<file path="src/rtl/irq_arb_pkg.sv">
package irq_arb_pkg;

    localparam int LVL_W     = 3;
    localparam int ID_W      = 8;
    localparam int N_SPEC    = 6;
    localparam int N_SPEC_HI = 4;

    typedef logic [LVL_W-1:0] lvl_t;

    typedef enum logic [2:0] {
        SP_RESET  = 3'd0,
        SP_NMI    = 3'd1,
        SP_DEBUG  = 3'd2,
        SP_WDOG   = 3'd3,
        SP_STEP   = 3'd4,
        SP_AMATCH = 3'd5
    } spec_e;

    typedef enum logic {
        IPL_RET  = 1'b0,
        IPL_LOAD = 1'b1
    } ipl_kind_e;

    typedef struct packed {
        logic            found;
        logic [ID_W-1:0] src;
        lvl_t            lvl;
    } pick_t;

    typedef struct packed {
        logic            v;
        logic [ID_W-1:0] idx;
        lvl_t            val;
    } lvl_wr_t;

    typedef struct packed {
        logic v;
        lvl_t val;
    } ipl_slot_t;

    function automatic logic [ID_W-1:0] low_spec_id(input int n_irq, input spec_e s);
        return (s == SP_STEP)   ? ID_W'(n_irq + N_SPEC_HI) :
               (s == SP_AMATCH) ? ID_W'(n_irq + N_SPEC_HI + 1) :
                                  ID_W'(s);
    endfunction

endpackage

</file>
<file path="src/rtl/irq_pend.sv">
module irq_pend
    import irq_arb_pkg::*;
#(
    parameter int NSRC = 14
) (
    input  logic            clk,
    input  logic            rst,
    input  logic [NSRC-1:0] set_all,
    input  logic            clr_en,
    input  logic [ID_W-1:0] clr_id,
    output logic [NSRC-1:0] pend_all
);

    logic [NSRC-1:0] clr_mask;

    always_comb begin
        clr_mask = '0;
        if (clr_en) begin
            clr_mask = NSRC'(1) << clr_id;
        end
    end

    // a fresh set pulse outranks the clear of the same source
    always_ff @(posedge clk) begin
        if (rst) begin
            pend_all <= '0;
        end else begin
            pend_all <= (pend_all & ~clr_mask) | set_all;
        end
    end

endmodule

</file>
<file path="src/rtl/irq_lvl_pipe.sv">
module irq_lvl_pipe
    import irq_arb_pkg::*;
#(
    parameter int N_IRQ = 8,
    parameter int DLY   = 2,
    localparam int IDX_W = (N_IRQ > 1) ? $clog2(N_IRQ) : 1,
    localparam int NSTG  = DLY - 1
) (
    input  logic             clk,
    input  logic             rst,
    input  logic             wr_en,
    input  logic [IDX_W-1:0] wr_idx,
    input  lvl_t             wr_val,
    output lvl_t             lvl_eff [N_IRQ]
);

    lvl_wr_t stg [NSTG];

    always_ff @(posedge clk) begin
        if (rst) begin
            for (int j = 0; j < NSTG; j++) begin
                stg[j] <= '0;
            end
        end else begin
            stg[0] <= '{v: wr_en, idx: ID_W'(wr_idx), val: wr_val};
            for (int j = 1; j < NSTG; j++) begin
                stg[j] <= stg[j-1];
            end
        end
    end

    always_ff @(posedge clk) begin
        if (rst) begin
            for (int i = 0; i < N_IRQ; i++) begin
                lvl_eff[i] <= '0;
            end
        end else begin
            for (int i = 0; i < N_IRQ; i++) begin
                if (stg[NSTG-1].v && (int'(stg[NSTG-1].idx) == i)) begin
                    lvl_eff[i] <= stg[NSTG-1].val;
                end
            end
        end
    end

endmodule

</file>
<file path="src/rtl/irq_ipl_pipe.sv">
module irq_ipl_pipe
    import irq_arb_pkg::*;
#(
    parameter int DLY_RET  = 2,
    parameter int DLY_LOAD = 3,
    localparam int NSLOT     = DLY_LOAD - 1,
    localparam int ENTRY_RET = DLY_LOAD - DLY_RET
) (
    input  logic      clk,
    input  logic      rst,
    input  logic      wr_en,
    input  ipl_kind_e wr_kind,
    input  lvl_t      wr_val,
    output lvl_t      ipl_eff
);

    ipl_slot_t slot [NSLOT];
    logic      enter_load;
    logic      enter_ret;

    assign enter_load = wr_en && (wr_kind == IPL_LOAD);
    assign enter_ret  = wr_en && (wr_kind == IPL_RET);

    // the shorter path joins the shared line part way along; a write entering a
    // slot displaces the older write shifting into it, so the later issue wins
    always_ff @(posedge clk) begin
        if (rst) begin
            for (int j = 0; j < NSLOT; j++) begin
                slot[j] <= '0;
            end
        end else begin
            if (enter_load || (enter_ret && ENTRY_RET == 0)) begin
                slot[0] <= '{v: 1'b1, val: wr_val};
            end else begin
                slot[0] <= '0;
            end
            for (int j = 1; j < NSLOT; j++) begin
                if (enter_ret && (j == ENTRY_RET)) begin
                    slot[j] <= '{v: 1'b1, val: wr_val};
                end else begin
                    slot[j] <= slot[j-1];
                end
            end
        end
    end

    always_ff @(posedge clk) begin
        if (rst) begin
            ipl_eff <= '0;
        end else if (slot[NSLOT-1].v) begin
            ipl_eff <= slot[NSLOT-1].val;
        end
    end

endmodule

</file>
<file path="src/rtl/irq_pick.sv">
module irq_pick
    import irq_arb_pkg::*;
#(
    parameter int N_IRQ = 8,
    localparam int NSRC = N_IRQ + N_SPEC
) (
    input  logic [NSRC-1:0] pend_all,
    input  lvl_t            lvl_eff [N_IRQ],
    input  lvl_t            ipl,
    input  logic            gie,
    output pick_t           win
);

    logic            m_hit;
    lvl_t            m_lvl;
    logic [ID_W-1:0] m_id;

    // descending scan with >= leaves the lowest index holding a tie
    always_comb begin
        m_hit = 1'b0;
        m_lvl = '0;
        m_id  = '0;
        for (int i = N_IRQ - 1; i >= 0; i--) begin
            if (gie && pend_all[N_SPEC_HI + i] && (lvl_eff[i] > ipl) && (lvl_eff[i] >= m_lvl)) begin
                m_hit = 1'b1;
                m_lvl = lvl_eff[i];
                m_id  = ID_W'(N_SPEC_HI + i);
            end
        end
    end

    always_comb begin
        win = '0;
        if (pend_all[SP_RESET]) begin
            win = '{found: 1'b1, src: low_spec_id(N_IRQ, SP_RESET), lvl: '0};
        end else if (pend_all[SP_NMI]) begin
            win = '{found: 1'b1, src: low_spec_id(N_IRQ, SP_NMI), lvl: '0};
        end else if (pend_all[SP_DEBUG]) begin
            win = '{found: 1'b1, src: low_spec_id(N_IRQ, SP_DEBUG), lvl: '0};
        end else if (pend_all[SP_WDOG]) begin
            win = '{found: 1'b1, src: low_spec_id(N_IRQ, SP_WDOG), lvl: '0};
        end else if (m_hit) begin
            win = '{found: 1'b1, src: m_id, lvl: m_lvl};
        end else if (pend_all[N_IRQ + N_SPEC_HI]) begin
            win = '{found: 1'b1, src: low_spec_id(N_IRQ, SP_STEP), lvl: '0};
        end else if (pend_all[N_IRQ + N_SPEC_HI + 1]) begin
            win = '{found: 1'b1, src: low_spec_id(N_IRQ, SP_AMATCH), lvl: '0};
        end
    end

endmodule

</file>
<file path="src/rtl/irq_arbiter.sv">
module irq_arbiter
    import irq_arb_pkg::*;
#(
    parameter int N_IRQ        = 8,
    parameter int LVL_DLY      = 2,
    parameter int IPL_DLY_RET  = 2,
    parameter int IPL_DLY_LOAD = 3,
    localparam int IDX_W = (N_IRQ > 1) ? $clog2(N_IRQ) : 1,
    localparam int NSRC  = N_IRQ + N_SPEC,
    localparam int SRC_W = $clog2(NSRC)
) (
    input  logic              clk,
    input  logic              rst,
    input  logic              sample,
    input  logic              gie,
    input  logic [N_IRQ-1:0]  irq_set,
    input  logic [N_SPEC-1:0] spec_set,
    input  logic              lvl_wr_en,
    input  logic [IDX_W-1:0]  lvl_wr_idx,
    input  logic [LVL_W-1:0]  lvl_wr_val,
    input  logic              ipl_wr_en,
    input  logic              ipl_wr_kind,
    input  logic [LVL_W-1:0]  ipl_wr_val,
    output logic              acc,
    output logic [SRC_W-1:0]  acc_src,
    output logic [LVL_W-1:0]  acc_lvl
);

    logic [NSRC-1:0] set_all;
    logic [NSRC-1:0] pend_all;
    lvl_t            lvl_eff [N_IRQ];
    lvl_t            ipl_eff;
    pick_t           win;
    logic            grant;

    // source numbering puts the maskable group between the two special bands
    assign set_all = {spec_set[SP_AMATCH], spec_set[SP_STEP], irq_set, spec_set[N_SPEC_HI-1:0]};

    irq_pend #(.NSRC(NSRC)) pend_i (
        .clk      (clk),
        .rst      (rst),
        .set_all  (set_all),
        .clr_en   (grant),
        .clr_id   (win.src),
        .pend_all (pend_all)
    );

    irq_lvl_pipe #(.N_IRQ(N_IRQ), .DLY(LVL_DLY)) lvl_i (
        .clk     (clk),
        .rst     (rst),
        .wr_en   (lvl_wr_en),
        .wr_idx  (lvl_wr_idx),
        .wr_val  (lvl_wr_val),
        .lvl_eff (lvl_eff)
    );

    irq_ipl_pipe #(.DLY_RET(IPL_DLY_RET), .DLY_LOAD(IPL_DLY_LOAD)) ipl_i (
        .clk     (clk),
        .rst     (rst),
        .wr_en   (ipl_wr_en),
        .wr_kind (ipl_kind_e'(ipl_wr_kind)),
        .wr_val  (ipl_wr_val),
        .ipl_eff (ipl_eff)
    );

    irq_pick #(.N_IRQ(N_IRQ)) pick_i (
        .pend_all (pend_all),
        .lvl_eff  (lvl_eff),
        .ipl      (ipl_eff),
        .gie      (gie),
        .win      (win)
    );

    assign grant = sample && win.found;

    always_ff @(posedge clk) begin
        if (rst) begin
            acc     <= 1'b0;
            acc_src <= '0;
            acc_lvl <= '0;
        end else begin
            acc     <= grant;
            acc_src <= grant ? win.src[SRC_W-1:0] : '0;
            acc_lvl <= grant ? win.lvl : '0;
        end
    end

endmodule

</file>
<file path="config.mk">
export PLATFORM = sky130hd
export DESIGN_NAME = irq_arbiter
export DESIGN_NICKNAME = d
export VERILOG_FILES = /design/src/rtl/irq_arb_pkg.sv /design/src/rtl/irq_pend.sv /design/src/rtl/irq_lvl_pipe.sv /design/src/rtl/irq_ipl_pipe.sv /design/src/rtl/irq_pick.sv /design/src/rtl/irq_arbiter.sv
export SDC_FILE = /design/constraint.sdc
export NUM_CORES = 1
export LEC_CHECK = 0
export BUFFER_PORTS_ARGS = -buffer_cell sky130_fd_sc_hd__buf_2
export CAP_MARGIN = 20
export CORE_UTILIZATION = 58
export CTS_CLUSTER_SIZE = 40
export DETAILED_ROUTE_END_ITERATION = 7
export PLACE_DENSITY = 0.78
export SYNTH_ARGS = -nofsm -noshare
export SYNTH_HDL_FRONTEND = slang
export SYNTH_SLANG_ARGS = --single-unit
export TNS_END_PERCENT = 30
</file>
<file path="constraint.sdc">
create_clock -name clk -period 25.1 [get_ports clk]
set_clock_uncertainty 0.05 [all_clocks]
set_input_delay 2.51 -clock clk [delete_from_list [all_inputs] [get_ports clk]]
set_output_delay 2.51 -clock clk [all_outputs]
set_load 0.02 [all_outputs]
</file>
Word-level counts from Yosys, hierarchy flattened
Memories as Yosys holds them, arrays and structs flattened.
Cells that the tools add are included.

word-level totals
  register bits after elaboration = 49
  RAM bits = 15
  input port bits = 30
  output and inout port bits = 8
  logic and storage cells = 140
  memories kept = 2

cells by class
  order comparisons = 16
  eq/ne operators = 7
  shift operators = 1
  muxes and demuxes = 53
  bitwise logic cells = 9
  reductions and logical operators = 39

memory list
  name        words  width  rd ports  clocked after memory_dff  write ports  RTL line            text
  ipl_i.slot  2      4      2         0                         2            irq_ipl_pipe.sv:17  ipl_slot_t slot [NSLOT];
  lvl_i.stg   1      7      1         0                         1            irq_lvl_pipe.sv:17  lvl_wr_t stg [NSTG];

operators by type and width
  cell                    count
  $mux W12                7
  $mux W4                 12
  $logic_and A1 B1 Y1     35
  $eq A8 B4 Y1 const B    4
  $gt A3 B3 Y1            8
  $mux W1                 24
  $mux W3                 8
  $ge A3 B3 Y1            7
  $eq A8 B3 Y1 const B    2
  $and A14 B14 Y14        1
  $mux W14                1
  $not A14 Y14            1
  $or A14 B14 Y14         1
  $shl A1 B8 Y14 const A  1
  $eq A8 B2 Y1 const B    1
  $logic_not A8 Y1        1
  $mux W7                 1
  $reduce_or A7 Y1        1
  $reduce_or A6 Y1        1
  $or A1 B1 Y1            4
  $ge A3 B1 Y1 const B    1
  $not A1 Y1              2
  $reduce_or A2 Y1        1

Logic depth before layout (Yosys ltp)
Gate-level depths: netlist (run 1).

  word-level depth = 35
  depth in mapped cells = 63
  mapped depth without buffers = 63

Cells and area by module
A second synthesis (run 1) with hierarchy kept.

second synthesis, totals
  cells, all modules = 443
  area total of the unflattened synthesis = 4246.6 um^2

modules (own cells, without submodules)
  module        times used  cells an instance  area each (um^2)  seq. area each (um^2)
  irq_pick      1           222                1646.6            0.0
  irq_lvl_pipe  1           105                1183.6            620.6
  irq_pend      1           65                 694.4             280.3
  irq_ipl_pipe  1           34                 474.2             300.3
  irq_arbiter   1           17                 247.7             160.2

Worst setup path before layout (run 1)
Ideal clock, no wire load.

  path kind = input to register
  start point = input port gie
  end point = register pend_i.pend_all[11]
  setup time = 0.132 ns
  data arrival time = 13.655 ns
  required time = 24.918 ns
  path slack = 11.263 ns
  cell stages on the path = 60
  path buffers = 1
  cells stage by stage = buf_4 > nand2_1 > a211oi_2 > and2_1 > inv_1 > ha_1 > a21o_1 > a31oi_1 > or3_1 > mux2_2 > ha_1 > nor2b_1 > maj3_2 > maj3_2 > a211oi_1 > nor2_1 > a21oi_1 > ha_1 > (+24 left out) > a21oi_1 > nor2_1 > o2111a_1 > nor2_1 > o21ai_0 > nor2_1 > a21oi_1 > ha_1 > nand2b_1 > a21oi_1 > nor2b_1 > o221ai_1 > nor3b_1 > o2111ai_1 > nor2_1 > nand3_1 > o21ai_1 > a21oi_1

between the ends
  longest elaborated chain between the ends = 35
  elaborated cells between the ends (all ways) = 65
  those cells by class = order compare (7); shift (1); mux (29); bitwise (3); reduce/logical (25)

RTL lines
  what                                                          RTL line                           text
  start, declared                                               irq_arbiter.sv:15                  input logic gie,
  $logic_and A1 B1 Y1 (3 in a row)                              irq_pick.sv:24                     if (gie && pend_all[N_SPEC_HI + i] && (lvl_eff[i] > ipl) && (lvl_eff[i] >= m_lvl)) begin
  $mux W3                                                       irq_pick.sv:24
  $ge A3 B3 Y1                                                  irq_pick.sv:24
  $logic_and A1 B1 Y1                                           irq_pick.sv:24
  $mux W3                                                       irq_pick.sv:24
  $ge A3 B3 Y1                                                  irq_pick.sv:24
  $logic_and A1 B1 Y1                                           irq_pick.sv:24
  $mux W3                                                       irq_pick.sv:24
  (+17 left out)                                                --
  $mux W12 (*)                                                  irq_pick.sv:38                     end else if (pend_all[SP_DEBUG]) begin
  $mux W12 (*)                                                  irq_pick.sv:36                     end else if (pend_all[SP_NMI]) begin
  $mux W12 (*)                                                  irq_pick.sv:34                     if (pend_all[SP_RESET]) begin
  $shl A1 B8 Y14 / $logic_and A1 B1 Y1 (equally long branches)  irq_pend.sv:19, irq_arbiter.sv:74
  $mux W14 (*)                                                  irq_pend.sv:18                     if (clr_en) begin
  $not A14 Y14 (*)                                              irq_pend.sv:28                     pend_all <= (pend_all & ~clr_mask) | set_all;
  $and A14 B14 Y14 (*)                                          irq_pend.sv:28
  $or A14 B14 Y14 (*)                                           irq_pend.sv:28
  end signal, assigned                                          irq_pend.sv:28
  end, declared                                                 irq_pend.sv:11                     output logic [NSRC-1:0] pend_all

Mark *: on every way between the ends. The rest lies on a longest branch, timed or not.
A chain may end at the register's enable or synchronous reset.

Worst setup path after layout (run 1)
  start point = input port gie
  end point = register acc_src[0]

between the ends
  longest elaborated chain between the ends = 33
  elaborated cells between the ends (all ways) = 62
  those cells by class = order compare (7); mux (28); bitwise (1); reduce/logical (26)

RTL lines
  what                              RTL line           text
  $logic_and A1 B1 Y1 (3 in a row)  irq_pick.sv:24
  $mux W3                           irq_pick.sv:24
  $ge A3 B3 Y1                      irq_pick.sv:24
  $logic_and A1 B1 Y1               irq_pick.sv:24
  $mux W3                           irq_pick.sv:24
  $ge A3 B3 Y1                      irq_pick.sv:24
  $logic_and A1 B1 Y1               irq_pick.sv:24
  $mux W3                           irq_pick.sv:24
  (+15 left out)                    --
  $mux W12 (*)                      irq_pick.sv:42     end else if (m_hit) begin
  $mux W12 (*)                      irq_pick.sv:40     end else if (pend_all[SP_WDOG]) begin
  $mux W12 (*)                      irq_pick.sv:38
  $mux W12 (*)                      irq_pick.sv:36
  $mux W12 (*)                      irq_pick.sv:34
  $logic_and A1 B1 Y1               irq_arbiter.sv:74  assign grant = sample && win.found;
  $not A1 Y1 (no line)              --
  $reduce_or A2 Y1 (no line)        --
  end signal, assigned              irq_arbiter.sv:83  acc_src <= grant ? win.src[SRC_W-1:0] : '0;
  end, declared                     irq_arbiter.sv:25  output logic [SRC_W-1:0] acc_src,

Marks and branches as above.

==> impl_results.md, run 1 <==
* Commonest non-fill, non-tap cell in the layout: nor2_1
* FP Rows at 29
* Vias in the first global route at around 3400
* Period Utilization, post-route at about 60%
* Routed vias at about 3500
* Pin count of the biggest net entering global routing at slightly above 60
* Worst slew margin at approximately a quarter
* Max incr delay on CP at between 500 and 600 ps
* H-Tree Depth at 3
* Crit path from: gie
* DIE WIDTH at around 85 um
* Worst path most repeated cell: ha_1
* Worst setup EP type: flop
* IO buf count at 37
* Initial core utilization at roughly three fifths
* Routed WL at approximately 10000 um
* Final core occ at around 70%
* Fraction of layout cells with a size suffix above 1 at approximately 15%
* Diode count at 0
* Register bit total from synthesis at 64
* DRC viols at 0
* Slowest CP cell: nor3b_1
* CTS tree: yes
* Post-detail-place hpwl at approximately 7200 um
* Final Max Slew Viols at 0
* Reg-to-reg startpoint: ipl_i.ipl_eff[0]
* Cell Area, Synth at 4010 sq um
* Routability cong. at ~0.87
* Synth Flop Type: dfxtp_1
* Die Y at about 85 um
* First-iteration detailed-routing DRC count at about 300
* 1st-pass router iterations at 6
* Fmax at approximately 65 MHz
* Area growth, synth to finish at 11.7%
* Avg Cell Area, Syn at approximately 9 sq um
* Min Tclk post-route at 15420 ps
* Clock sinks at 64
* Fin nets at 564
* Endpoints failing setup at 0
* Outcome: completed
* Setup total negative slack at 0 ps
* Clock transition at the registers of the reported paths at 70 ps
* Insertion delay to the later sink of the worst-skew pair at between 300 and 400 ps
* Hold slack at approximately 440 ps
* Total of warnings raised by yosys at 0
* Die area at between 7000 and 8000 sq um
* Worst Setup Start Kind: primary input
* Cell count after synthesis at 454
* Unrepaired setup endpoints after global routing: no
* Sequential share of power at roughly 47%
* Tot GR Track Use at between 30% and 40%
* Setup Buffers After CTS at 0
* Max clock buf depth at 2
* Post-detailed-route count of antenna-violating nets at 0
* Critical Path Fanout Max at 10
* Root Driver: clkbuf_8
* Worst EP arrival at 15600 ps
* Asr flop ratio synth at 0%
* Sw Share at 28.5%
* Distinct cells, synth at 69
* CTS buffer count at 9
* Initial antenna violation count at 0
* Clock network power share at around two fifths
* Maximum vdd drop at ~0.046 mV
* Hold Vio Cnt, Final at 0
* Internal Pwr Total at 0.171 mW
* Number of flops mapped to enable cells by yosys at 8
* Hold path start: ipl_i.slot[1][1]
* GR Overflow Total at 0
* # IOs at 38
* Drt wl/cell at ~17 um
* Post-CTS Hold Fix Bufs at 0
* Vias/cell at just over 6
* WS Path Type: primary input to flop
* Req. time, crit path at around 25000 ps
* Least-Margin Pin Slew at roughly 1100 ps
* MaxCap Viol Count at 0
* Post-CTS resize count at 0
* Register area share after synthesis at 34.0%
* Lkg Pwr at about 1.9 nW
* Net load switching power at 0.0682 mW
* Hold Path Class: flop to flop
* Gate power share at roughly 14%
* Global-route wire length before repair at between 15000 and 20000 um
* Most frequent cells in the layout: nor2_1, dfxtp_1, buf_2
* Power per cell area at ~53 nW/um^2
* Area of the core at roughly 6500 sq um
[sequential cells by signal, indices dropped and copies added (netlist names)]
name / cells
acc: 1
acc_lvl: 3
acc_src: 4
ipl_i.ipl_eff: 3
ipl_i.slot: 8
lvl_i.lvl_eff: 24
lvl_i.stg: 7
pend_i.pend_all: 14
[cells in the mapped netlist, drive strengths merged (7+ instances only)]
library cell	instances	area (sq um)
nor2	63	236
dfxtp	56	1120
ha	36	450
mux2i	31	310
inv	30	113
a21oi	26	134
nand2	25	93.8
nor2b	18	113
o21ai	16	80.1
nand2b	13	81.3
nand3	12	60.1
clkbuf	10	37.5
a211oi	8	70.1
edfxtp	8	240
o21a	8	60.1
nor3	7	40.0
[layout make-up]
type / count / area [sq um]
inverters: 30 / 113
flip-flops and latches: 64 / 1360
multi-input cells: 356 / 2510
fillers: 533 / 2020
clock inverters: 6 / 68.8
well taps: 77 / 96.3
clock buffers: 10 / 138
repair buffers: 37 / 185
[power by group through the flow]
stage | clock network, mW | logic (mW) | registers (mW)
floorplan | 0 | 0.0242 | 0.113
global placement | 0 | 0.0313 | 0.115
detailed placement | 0 | 0.0325 | 0.115
CTS | 0.0931 | 0.0329 | 0.113
global route | 0.0973 | 0.0372 | 0.114
finish | 0.0923 | 0.0333 | 0.113
[metal layers]
layer	part of all wire [%]	global-route usage, %
met1	47	40.1
met2	45	47.5
met3	6.2	5.25
met4	2.4	14.6
met5	0	0
[logic make-up after synthesis]
group	share of synthesized area [%]
AOI/OAI and AO/OA	20.6
muxes	8.31
adders and majority gates	11.8
DFF	34.0
and+or+nand+nor	21.3
other	0.0936
buffers and inverters	3.94
[path summary, 6_finish.rpt]
kind              slack [ps]               end  cells past startpoint
setup / recovery        9680        acc_src[0]                     59
hold / removal           440  ipl_i.ipl_eff[1]                      2
setup reg to reg       11010        acc_src[0]                     59
hold reg to reg          440  ipl_i.ipl_eff[1]                      2
[through the flow]
step           cell area, sq um  instances  setup WS (ps)  total power, mW
3_3_place_gp               4270        564           9890            0.147
4_1_cts                    4470        580           9850            0.239
5_1_grt                    4470        580           8650            0.248
2_1_floorplan              4030        461          11260            0.137
3_5_place_dp               4270        564           9510            0.148
6_report                   4470        580           9680            0.239
[critical path: cells and delay by family]
kind	cells	cell delay (ps)
AO/OA/AOI/OAI	25	5830
adder cells (fa/ha/maj)	9	2570
buffers and inverters	2	320
multiplexers	2	800
AND/OR/NAND/NOR	21	3600
(Power assumes the default switching activity.)
==> inputs of run 2 (changes only) <==
Clock period 25.1 ns to 15.1 ns, I/O delays scaled along.
==> run 2 against run 1 <==
  * Hold slack improved by 8.2 ps
  * Critical endpoint is now pend_i.pend_all[10]
  * Routed wire length fell by 5.5%
  * Non-clock buffer count rose by 2
==> impl_results.md, run 2 (synthesized netlist as in run 1, its figures left out) <==
* R2R setup slack at 1520 ps (-9490 ps)
* Post-detail-place hpwl at 6980 um (-3.2%)
* Die Y at 85.1 um (unchanged)
* Root Driver: clkbuf_8
* Hold Vio Cnt, Final at 0 (unchanged)
* Initial antenna violation count at 0 (unchanged)
* Worst slew margin at 31.2% (+4.7 points)
* Setup total negative slack at 0 ps (unchanged)
* Biggest regs: lvl_i.lvl_eff (24), pend_i.pend_all (14), ipl_i.slot (8)
* DRC viols at 0 (unchanged)
* H-Tree Depth at 3 (unchanged)
* Gate power share at 14.8% (+0.9 points)
* Slowest CP cell: a211oi_2
* IO buf count at 37 (unchanged)
* Post-detailed-route count of antenna-violating nets at 0 (unchanged)
* Worst EP arrival at 14080 ps (-1520 ps)
* Largest reg by FF count: lvl_i.lvl_eff
* Max FFs per register at 24 (unchanged)
* Endpoints failing setup at 0 (unchanged)
* Pin count of the biggest net entering global routing at 62 (unchanged)
* Register area at 1360 sq um (unchanged)
* Outcome: completed
* Largest delay contributor family on the critical path: compound AO/OA/AOI/OAI gates
* CTS buffer count at 9 (unchanged)
* First-iteration detailed-routing DRC count at 240 (-20%)
* Fraction of layout cells with a size suffix above 1 at 14.9% (+0.34 points)
* Maximum vdd drop at 0.0720 mV (+58%)
* Tot GR Track Use at 28.8% (-1.4 points)
* CTS tree: yes
* Req. time, crit path at 15230 ps (-10050 ps)
* Die area at 7240 sq um (unchanged)
* Drt wl/cell at 16.4 um (-5.8%)
* Met1 WL at 4630 um (-2.1%)
* Vias/cell at 6.01 (-1.7%)
* Most frequent cells in the layout: nor2_1, dfxtp_1, buf_2
* Net load switching power at 0.114 mW (+67%)
* Area of the multi-input gates at 2520 sq um (+0.20%)
* CP bufs+invs at 4 (+2)
* Global-route wire length before repair at 16100 um (-3.8%)
* Power per cell area at 84.4 nW/um^2 (+58%)
* Worst setup EP type: flop
* Clock sinks at 64 (unchanged)
* 1st-pass router iterations at 5 (-1)
* Hold Path Class: flop to flop
* Finished Cell Area at 4460 sq um (-0.36%)
* Unrepaired setup endpoints after global routing: no
* Least-Margin Pin Slew at 1030 ps (-70.3 ps)
* Clock network power share at 35.4% (-3.2 points)
* Commonest non-fill, non-tap cell in the layout: nor2_1
* Period Utilization, post-route at between 90% and 100%
* Post-CTS Hold Fix Bufs at 0 (unchanged)
* Fill count at 515 (-3.4%)
* Lkg Pwr at 1.91 nW (-0.49%)
* Routed WL at 9570 um (-5.5%)
* # IOs at 38 (unchanged)
* DIE WIDTH at 85.1 um (unchanged)
* Routed vias at 3496 (-1.3%)
* Met3 routed wirelength at 433 um (-31%)
* Max clock buf depth at 2 (unchanged)
* FP Rows at 29 (unchanged)
* WS Path Type: primary input to flop
* Post-CTS resize count at 0 (unchanged)
* Initial core utilization at 61.7% (unchanged)
* Routability cong. at 0.920 (+5.7%)
* Clock transition at the registers of the reported paths at 80 ps (about the same)
* Met2 Wirelength at 4350 um (-4.0%)
* Final core occ at 68.6% (-0.25 points)
* Fmax at around 72 MHz
* Diode count at 0 (unchanged)
* MaxCap Viol Count at 0 (unchanged)
* Min Tclk post-route at ~14000 ps
* Placed cell areas at 4280 sq um (+0.35%)
* Internal Pwr Total at 0.263 mW (+54%)
* Sw Share at 30.2% (+1.7 points)
* Fin nets at 566 (+0.35%)
* Worst Setup Start Kind: primary input
* Final Max Slew Viols at 0 (unchanged)
* Area growth, synth to finish at 11.3%
* Setup Buffers After CTS at 0 (unchanged)
* Sequential share of power at 49.8% (+2.4 points)
* Insertion delay to the later sink of the worst-skew pair at 350 ps (about the same)
* Vias in the first global route at 3330 (-2.7%)
* Max incr delay on CP at 510 ps (-50 ps)
* DR top layer: met4
* Area of the core at 6490 sq um (unchanged)
* Critical Path Fanout Max at 10 (unchanged)
* GR Overflow Total at 0 (unchanged)
run 2: changes by cell type in the layout (fill, tap and decap cells not counted), sizes merged:
cell	change
clkinv	-1
clkbuf	-1
bufinv	-1
clkinvlp	+1
buf	+2
inv	+2
run 2: metrics by stage:
| step | worst slack, ps | total power, mW | hold WS [ps] | std cells |
|---|---|---|---|---|
| global placement | 1110 | 0.244 | 415 | 566 |
| floorplan | 2260 | 0.228 | 406 | 461 |
| global route | 193 | 0.392 | 474 | 582 |
| CTS | 1210 | 0.377 | 456 | 582 |
| detailed placement | 879 | 0.246 | 437 | 566 |
| finish | 1160 | 0.376 | 449 | 582 |
run 2: routing by layer:
metal	track usage [%]	vias to the layer above
met4	10.9	0
met5	0	-
li1	-	1745
met1	38.2	1638
met2	46.6	100
met3	5.45	13
run 2: area by class of cell:
| cell class | count | area share [%] |
|---|---|---|
| clock inverters | 7 | 1.04 |
| well taps | 77 | 2.16 |
| flip-flops and latches | 64 | 30.5 |
| multi-input cells | 356 | 56.5 |
| repair buffers | 39 | 4.49 |
| inverters | 30 | 2.53 |
| clock buffers | 9 | 2.78 |
run 2: worst min-delay path: stages, from the launching register on:
cell     delay [ps]
dfxtp_1         330
mux2i_1          70
nor2_1           70
run 2: final timing paths:
check,cells after the start,endpoint,start
setup / recovery,62,pend_i.pend_all[10],gie
hold / removal,2,lvl_i.lvl_eff[6],lvl_i.lvl_eff[6]
setup reg to reg,63,pend_i.pend_all[10],ipl_i.ipl_eff[2]
hold reg to reg,2,lvl_i.lvl_eff[6],lvl_i.lvl_eff[6]
run 2: power groups by stage:
| stage | clock network [mW] | logic (mW) | registers [mW] |
|---|---|---|---|
| 3_5_place_dp | 0 | 0.0546 | 0.191 |
| 6_report | 0.133 | 0.0556 | 0.187 |
| 2_1_floorplan | 0 | 0.0402 | 0.188 |
| 5_1_grt | 0.142 | 0.0626 | 0.188 |
| 4_1_cts | 0.135 | 0.0550 | 0.187 |
| 3_3_place_gp | 0 | 0.0528 | 0.191 |
